$ cat src/rtl/fifo_port_pkg.sv
package fifo_port_pkg;

    typedef enum logic [1:0] {
        ACC_NONE  = 2'd0,
        ACC_PUSH  = 2'd1,
        ACC_POP   = 2'd2
    } access_e;

    typedef struct packed {
        logic cs_n;
        logic dir_wr;
        logic op_en;
        logic mbx_sel;
        logic room_ok;
        logic data_ok;
    } port_ctl_t;

    // Classify one cycle's control pins into a FIFO access.
    function automatic access_e classify(input port_ctl_t c);
        access_e kind;
        kind = ACC_NONE;
        if (!c.cs_n && c.op_en && !c.mbx_sel) begin
            if (c.dir_wr && c.room_ok)
                kind = ACC_PUSH;
            else if (!c.dir_wr && c.data_ok)
                kind = ACC_POP;
        end
        return kind;
    endfunction

    // Bus is driven only for a selected read-direction port.
    function automatic logic drive_bus(input logic cs_n, input logic dir_wr);
        return !cs_n && !dir_wr;
    endfunction

endpackage

$ cat src/rtl/fpa_bus_dir.sv
module fpa_bus_dir (
    input  logic cs_n,
    input  logic dir_wr,
    output logic oe
);
    import fifo_port_pkg::*;

    always_comb oe = drive_bus(cs_n, dir_wr);

    // a write-direction or deselected port never drives the bus
    always_comb begin
        if (cs_n || dir_wr)
            a_r1_no_drive_off: assert (oe == 1'b0);
    end
endmodule

$ cat src/rtl/fpa_access_decode.sv
module fpa_access_decode (
    input  fifo_port_pkg::port_ctl_t ctl,
    output fifo_port_pkg::access_e   kind
);
    import fifo_port_pkg::*;

    always_comb kind = classify(ctl);

    // any single blocking qualifier forces no access
    always_comb begin
        if (!ctl.op_en || ctl.mbx_sel || ctl.cs_n)
            a_r5_blocked_idle: assert (kind == ACC_NONE);
    end

    // flags gate only their own direction
    always_comb begin
        if (kind == ACC_PUSH)
            a_r7_push_has_room: assert (ctl.room_ok && ctl.dir_wr);
        if (kind == ACC_POP)
            a_r7_pop_has_data: assert (ctl.data_ok && !ctl.dir_wr);
    end
endmodule

$ cat src/rtl/fpa_strobe_reg.sv
module fpa_strobe_reg #(
    parameter int DATA_W = 36
) (
    input  logic                     clk,
    input  logic                     rst,
    input  fifo_port_pkg::access_e   kind,
    input  logic [DATA_W-1:0]        bus_in,
    output logic                     push_stb,
    output logic                     pop_stb,
    output logic [DATA_W-1:0]        push_data
);
    import fifo_port_pkg::*;

    logic take_push;
    logic take_pop;

    always_comb begin
        take_push = (kind == ACC_PUSH);
        take_pop  = (kind == ACC_POP);
    end

    always_ff @(posedge clk) begin
        if (rst) begin
            push_stb  <= 1'b0;
            pop_stb   <= 1'b0;
            push_data <= '0;
        end else begin
            push_stb <= take_push;
            pop_stb  <= take_pop;
            if (take_push)
                push_data <= bus_in;
        end
    end

    // strobes are mutually exclusive
    a_r9_one_strobe: assert property (@(posedge clk) disable iff (rst)
        !(push_stb && pop_stb));

    // a write strobe is always caused by an accepted write
    a_r3_push_cause: assert property (@(posedge clk) disable iff (rst)
        push_stb |-> $past(take_push));

    // a read strobe is always caused by an accepted read
    a_r4_pop_cause: assert property (@(posedge clk) disable iff (rst)
        pop_stb |-> $past(take_pop));

    // captured word stays put unless a write was accepted
    a_r10_data_hold: assert property (@(posedge clk) disable iff (rst)
        ($past(!rst) && !$past(take_push)) |-> $stable(push_data));

    // reset leaves both strobes idle
    a_r2_reset_idle: assert property (@(posedge clk)
        $past(rst) |-> (!push_stb && !pop_stb));
endmodule

$ cat src/rtl/fifo_port_access.sv
module fifo_port_access #(
    parameter int DATA_W = 36
) (
    input  logic              clk,
    input  logic              rst,
    input  logic              cs_n,
    input  logic              dir_wr,
    input  logic              op_en,
    input  logic              mbx_sel,
    input  logic              room_ok,
    input  logic              data_ok,
    input  logic [DATA_W-1:0] bus_in,
    output logic              bus_oe,
    output logic              push_stb,
    output logic [DATA_W-1:0] push_data,
    output logic              pop_stb
);
    import fifo_port_pkg::*;

    port_ctl_t ctl;
    access_e   kind;

    always_comb begin
        ctl.cs_n    = cs_n;
        ctl.dir_wr  = dir_wr;
        ctl.op_en   = op_en;
        ctl.mbx_sel = mbx_sel;
        ctl.room_ok = room_ok;
        ctl.data_ok = data_ok;
    end

    fpa_bus_dir u_dir (
        .cs_n   (cs_n),
        .dir_wr (dir_wr),
        .oe     (bus_oe)
    );

    fpa_access_decode u_dec (
        .ctl  (ctl),
        .kind (kind)
    );

    fpa_strobe_reg #(.DATA_W(DATA_W)) u_stb (
        .clk       (clk),
        .rst       (rst),
        .kind      (kind),
        .bus_in    (bus_in),
        .push_stb  (push_stb),
        .pop_stb   (pop_stb),
        .push_data (push_data)
    );

    // a mailbox access leaves the FIFO strobes idle next cycle
    a_r6_mbx_no_strobe: assert property (@(posedge clk) disable iff (rst)
        mbx_sel |=> (!push_stb && !pop_stb));

    // a deselected port issues no strobe next cycle
    a_r8_desel_no_strobe: assert property (@(posedge clk) disable iff (rst)
        cs_n |=> (!push_stb && !pop_stb));
endmodule

$ cat config.mk
export PLATFORM = sky130hd
export DESIGN_NAME = fifo_port_access
export DESIGN_NICKNAME = d
export VERILOG_FILES = /design/src/rtl/fifo_port_pkg.sv /design/src/rtl/fpa_bus_dir.sv /design/src/rtl/fpa_access_decode.sv /design/src/rtl/fpa_strobe_reg.sv /design/src/rtl/fifo_port_access.sv
export SDC_FILE = /design/constraint.sdc
export NUM_CORES = 1
export LEC_CHECK = 0
export BUFFER_PORTS_ARGS = -buffer_cell sky130_fd_sc_hd__buf_2
export CORE_UTILIZATION = 45
export DETAILED_ROUTE_END_ITERATION = 7
export HOLD_SLACK_MARGIN = 0.03
export PLACE_DENSITY = 0.76
export SETUP_SLACK_MARGIN = 0.4
export SLEW_MARGIN = 20
export SYNTH_ARGS = -nofsm -noshare
export SYNTH_HDL_FRONTEND = slang
export SYNTH_HIERARCHICAL = 1
export SYNTH_SLANG_ARGS = --single-unit
$ cat constraint.sdc
create_clock -name clk -period 1.22 [get_ports clk]
set_input_delay 0.183 -clock clk [delete_from_list [all_inputs] [get_ports clk]]
set_output_delay 0.183 -clock clk [all_outputs]
set_load 0.03 [all_outputs]
==> results.py <==
metrics = {
    "logic_synthesis": {
        "synth-seq-cells": 38,
        "syn_nets": 217,
        "syn-cell-area_mm2": 0.00191,
        "netlist_top_cells_area": "dfxtp_1, nand4bb_1, o21ai_2",
        "ys_types": 17,
        "yosys.area.top_type": "dfxtp_1",
        "seq_area_frac_synth_pct": 39.9,
        "synthCells": 173,
        "synth_warnings": 6,
        "yosys.area.top_type_share_pct": 39.9,
        "postSynthAreaPerCell_um2": 11.0,
    },
    "final_layout": {
        "final_area_mm2": 0.00315,
        "area_growth_pct": 65.2,
        "n_fill_cell": 262,
        "post-route-util_pct": 78.2,
        "num-nets-final": 322,
        "antenna-diode-count": 0,
        "drive_above_1_share_pct": 72.0,
    },
    "grt": {
        "grt_usage_pct": 21.9,
        "grt_first_pass_wirelength_mm": 7.23,
        "grt_pass1_vias": 1588,
        "grt_max_degree": 75,
        "globalRouteOverflowTotal": 0,
        "grt_antenna_before_repair": 0,
    },
    "clock_tree": {
        "cts-htree-levels": 2,
        "root_buffer": "clkbuf_8",
        "clock_sinks": 38,
        "cts_tree": "done",
        "clk_pin_slew_ns": 0.08,
        "cts_buffers": 5,
        "clkLatencyLatePin_ns": 0.29,
        "clockBufferDepth": 2,
    },
    "critical_path": {
        "start_kind": "input pin",
        "crit_type": "input pin to flop",
        "r2r_slack_ns": 0.40,
        "cp-startpoint": "mbx_sel",
        "cpMaxStageDelayCell": "and4b_2",
        "crit_arrival_ns": 1.18,
        "cpPeakStageDelay_ns": 0.29,
        "end_kind": "flop",
        "critPathTopFamily": "simple AND/OR/NAND/NOR gates",
        "path_buf_inv": 3,
        "crit_fanout": 8,
        "path_cells": "buf_6, nor2_4, and4b_2, buf_12, clkbuf_16, nand4bb_1, o21ai_2",
        "crit_required_ns": 1.41,
        "r2r-start": "u_stb/push_data[17]",
    },
    "placed_design": {
        "post_dp_cell_area_mm2": 0.00234,
        "place_hpwl_mm": 2.75,
        "gp_congestion": 0.665,
        "io_buffers": 82,
    },
    "route": {
        "post_drt_wl_per_cell_um": 16.7,
        "dr.pass1.iters": 4,
        "final_antenna_net_count": 0,
        "first_iter_violations": 105,
        "vias": 1693,
        "drc": 0,
        "wl_mm": 5.49,
        "via_per_inst": 5.15,
    },
    "run_status": {
        "status": "finished, final reports clean",
    },
    "sta": {
        "setup_viol": 0,
        "skew_ns": 0,
        "slew_violations": 0,
        "period_share_pct": 81.2,
        "maxSlewHeadroom_pct": 83.5,
        "worstMarginPinSlew_ns": 0.248,
        "rsz0062_at_grt": "yes",
        "max_clock_freq_ghz": 1.01,
        "hold_viol": 0,
        "period_minus_slack_ns": 0.991,
    },
    "floorplanning": {
        "die_area_mm2": 0.00450,
        "core_mm2": 0.00403,
        "placementRows": 23,
        "io_pins": 83,
        "dieWidth_um": 67.1,
        "die_h_um": 67.1,
        "start_util_pct": 47.3,
    },
    "power_and_ir_drop": {
        "ir_drop_v": 0.000584,
        "pwr_density_cell_mw_per_mm2": 931,
        "p_leak_nw": 1.30,
        "finalPower_mw": 2.93,
    },
    "hold_path": {
        "hold_path_class": "input pin to flop",
        "hp-start": "bus_in[0]",
    },
    "run": {
        "cap_violations": 0,
    },
}
==> registers in the layout, summed over array words and instances, names as in the netlist <==
name             count
u_stb/pop_stb        1
u_stb/push_data     36
u_stb/push_stb       1
==> path summary, 6_finish.rpt <==
check / to / cells past startpoint
setup reg to reg: u_stb/push_data[17] / 4
setup / recovery: u_stb/push_data[16] / 7
hold reg to reg: u_stb/push_data[35] / 2
hold / removal: u_stb/push_data[0] / 3
==> layout by cell type, fill, tap and decap left out <==
| cell | instances |
|---|---|
| buf_6 | 44 |
| buf_2 | 42 |
| dfxtp_2 | 38 |
| nand2b_1 | 36 |
| nand4bb_1 | 34 |
| o21ai_2 | 30 |
| buf_4 | 21 |
| clkbuf_8 | 6 |
| o21ai_1 | 6 |
| buf_12 | 6 |
| clkbuf_16 | 4 |
| bufinv_16 | 2 |
| nand4bb_4 | 2 |
| buf_16 | 1 |
| nor2_4 | 1 |
| and4_4 | 1 |
| and4b_2 | 1 |
| nor2_1 | 1 |
| nor2b_4 | 1 |
| nor2b_1 | 1 |
| nor3b_2 | 1 |
==> final cells by class <==
cell class | instances | area (µm²) | area share [%]
repair buffers | 118 | 1110 | 35.3
multi-input cells | 115 | 1030 | 32.6
flip-flops and latches | 38 | 808 | 25.7
clock buffers | 6 | 82.6 | 2.62
well taps | 50 | 62.6 | 1.99
clock inverters | 2 | 60.1 | 1.91
==> cell usage after synthesis <==
library cell	instances
nand4bb_1	36
nand2b_1	36
o21ai_2	30
o21ai_1	6
clkbuf_1	1
nor3b_1	1
buf_4	2
nor2b_2	1
buf_12	3
buf_6	4
buf_2	7
clkbuf_2	3
dfxtp_1	38
nor2_1	2
and4_1	1
and4b_1	1
nor2b_1	1
==> per-stage QoR <==
stage	worst slack, ns	TNS [ns]	hold slack, ns	instances
CTS	0.262	0	0.154	313
global placement	0.00926	0	0.456	292
floorplan	0.171	0	0.352	173
detailed placement	-0.0434	-0.652	0.456	292
finish	0.229	0	0.149	329
global route	0.197	0	0.164	329
==> tightest hold or removal path, delay by kind of cell <==
kind,cells,cell delay [ns]
buffers and inverters,1,0.09
AOI/OAI and AO/OA,1,0.05
and+or+nand+nor,1,0.08
==> report_power, final <==
part	total (mW)	switching [mW]	internal, mW
Clock	1.34	0.471	0.872
Combinational	0.320	0.139	0.181
Sequential	1.27	0.0117	1.26
==> what timing repair did <==
item                                    4_1_cts  5_1_grt
hold buffers                                  0        0
cloned                                        1        6
gates resized for setup                     119        3
pin swaps                                     7       19
buffers inserted                             12       10
endpoints found under the setup margin       75       76
==> metal layers <==
metal	track usage, %	share of wire, %	up-vias
met5	0	0	-
met4	10.1	1.9	0
met3	5.31	4.7	9
met2	35.3	50	59
met1	27.2	43	795
li1	-	-	830
==> logic make-up after synthesis <==
kind of cell,synth area share [%]
DFF,39.9
AOI/OAI and AO/OA,15.4
and+or+nand+nor,35.6
buffers and inverters,9.12
(Power assumes the default switching activity.)
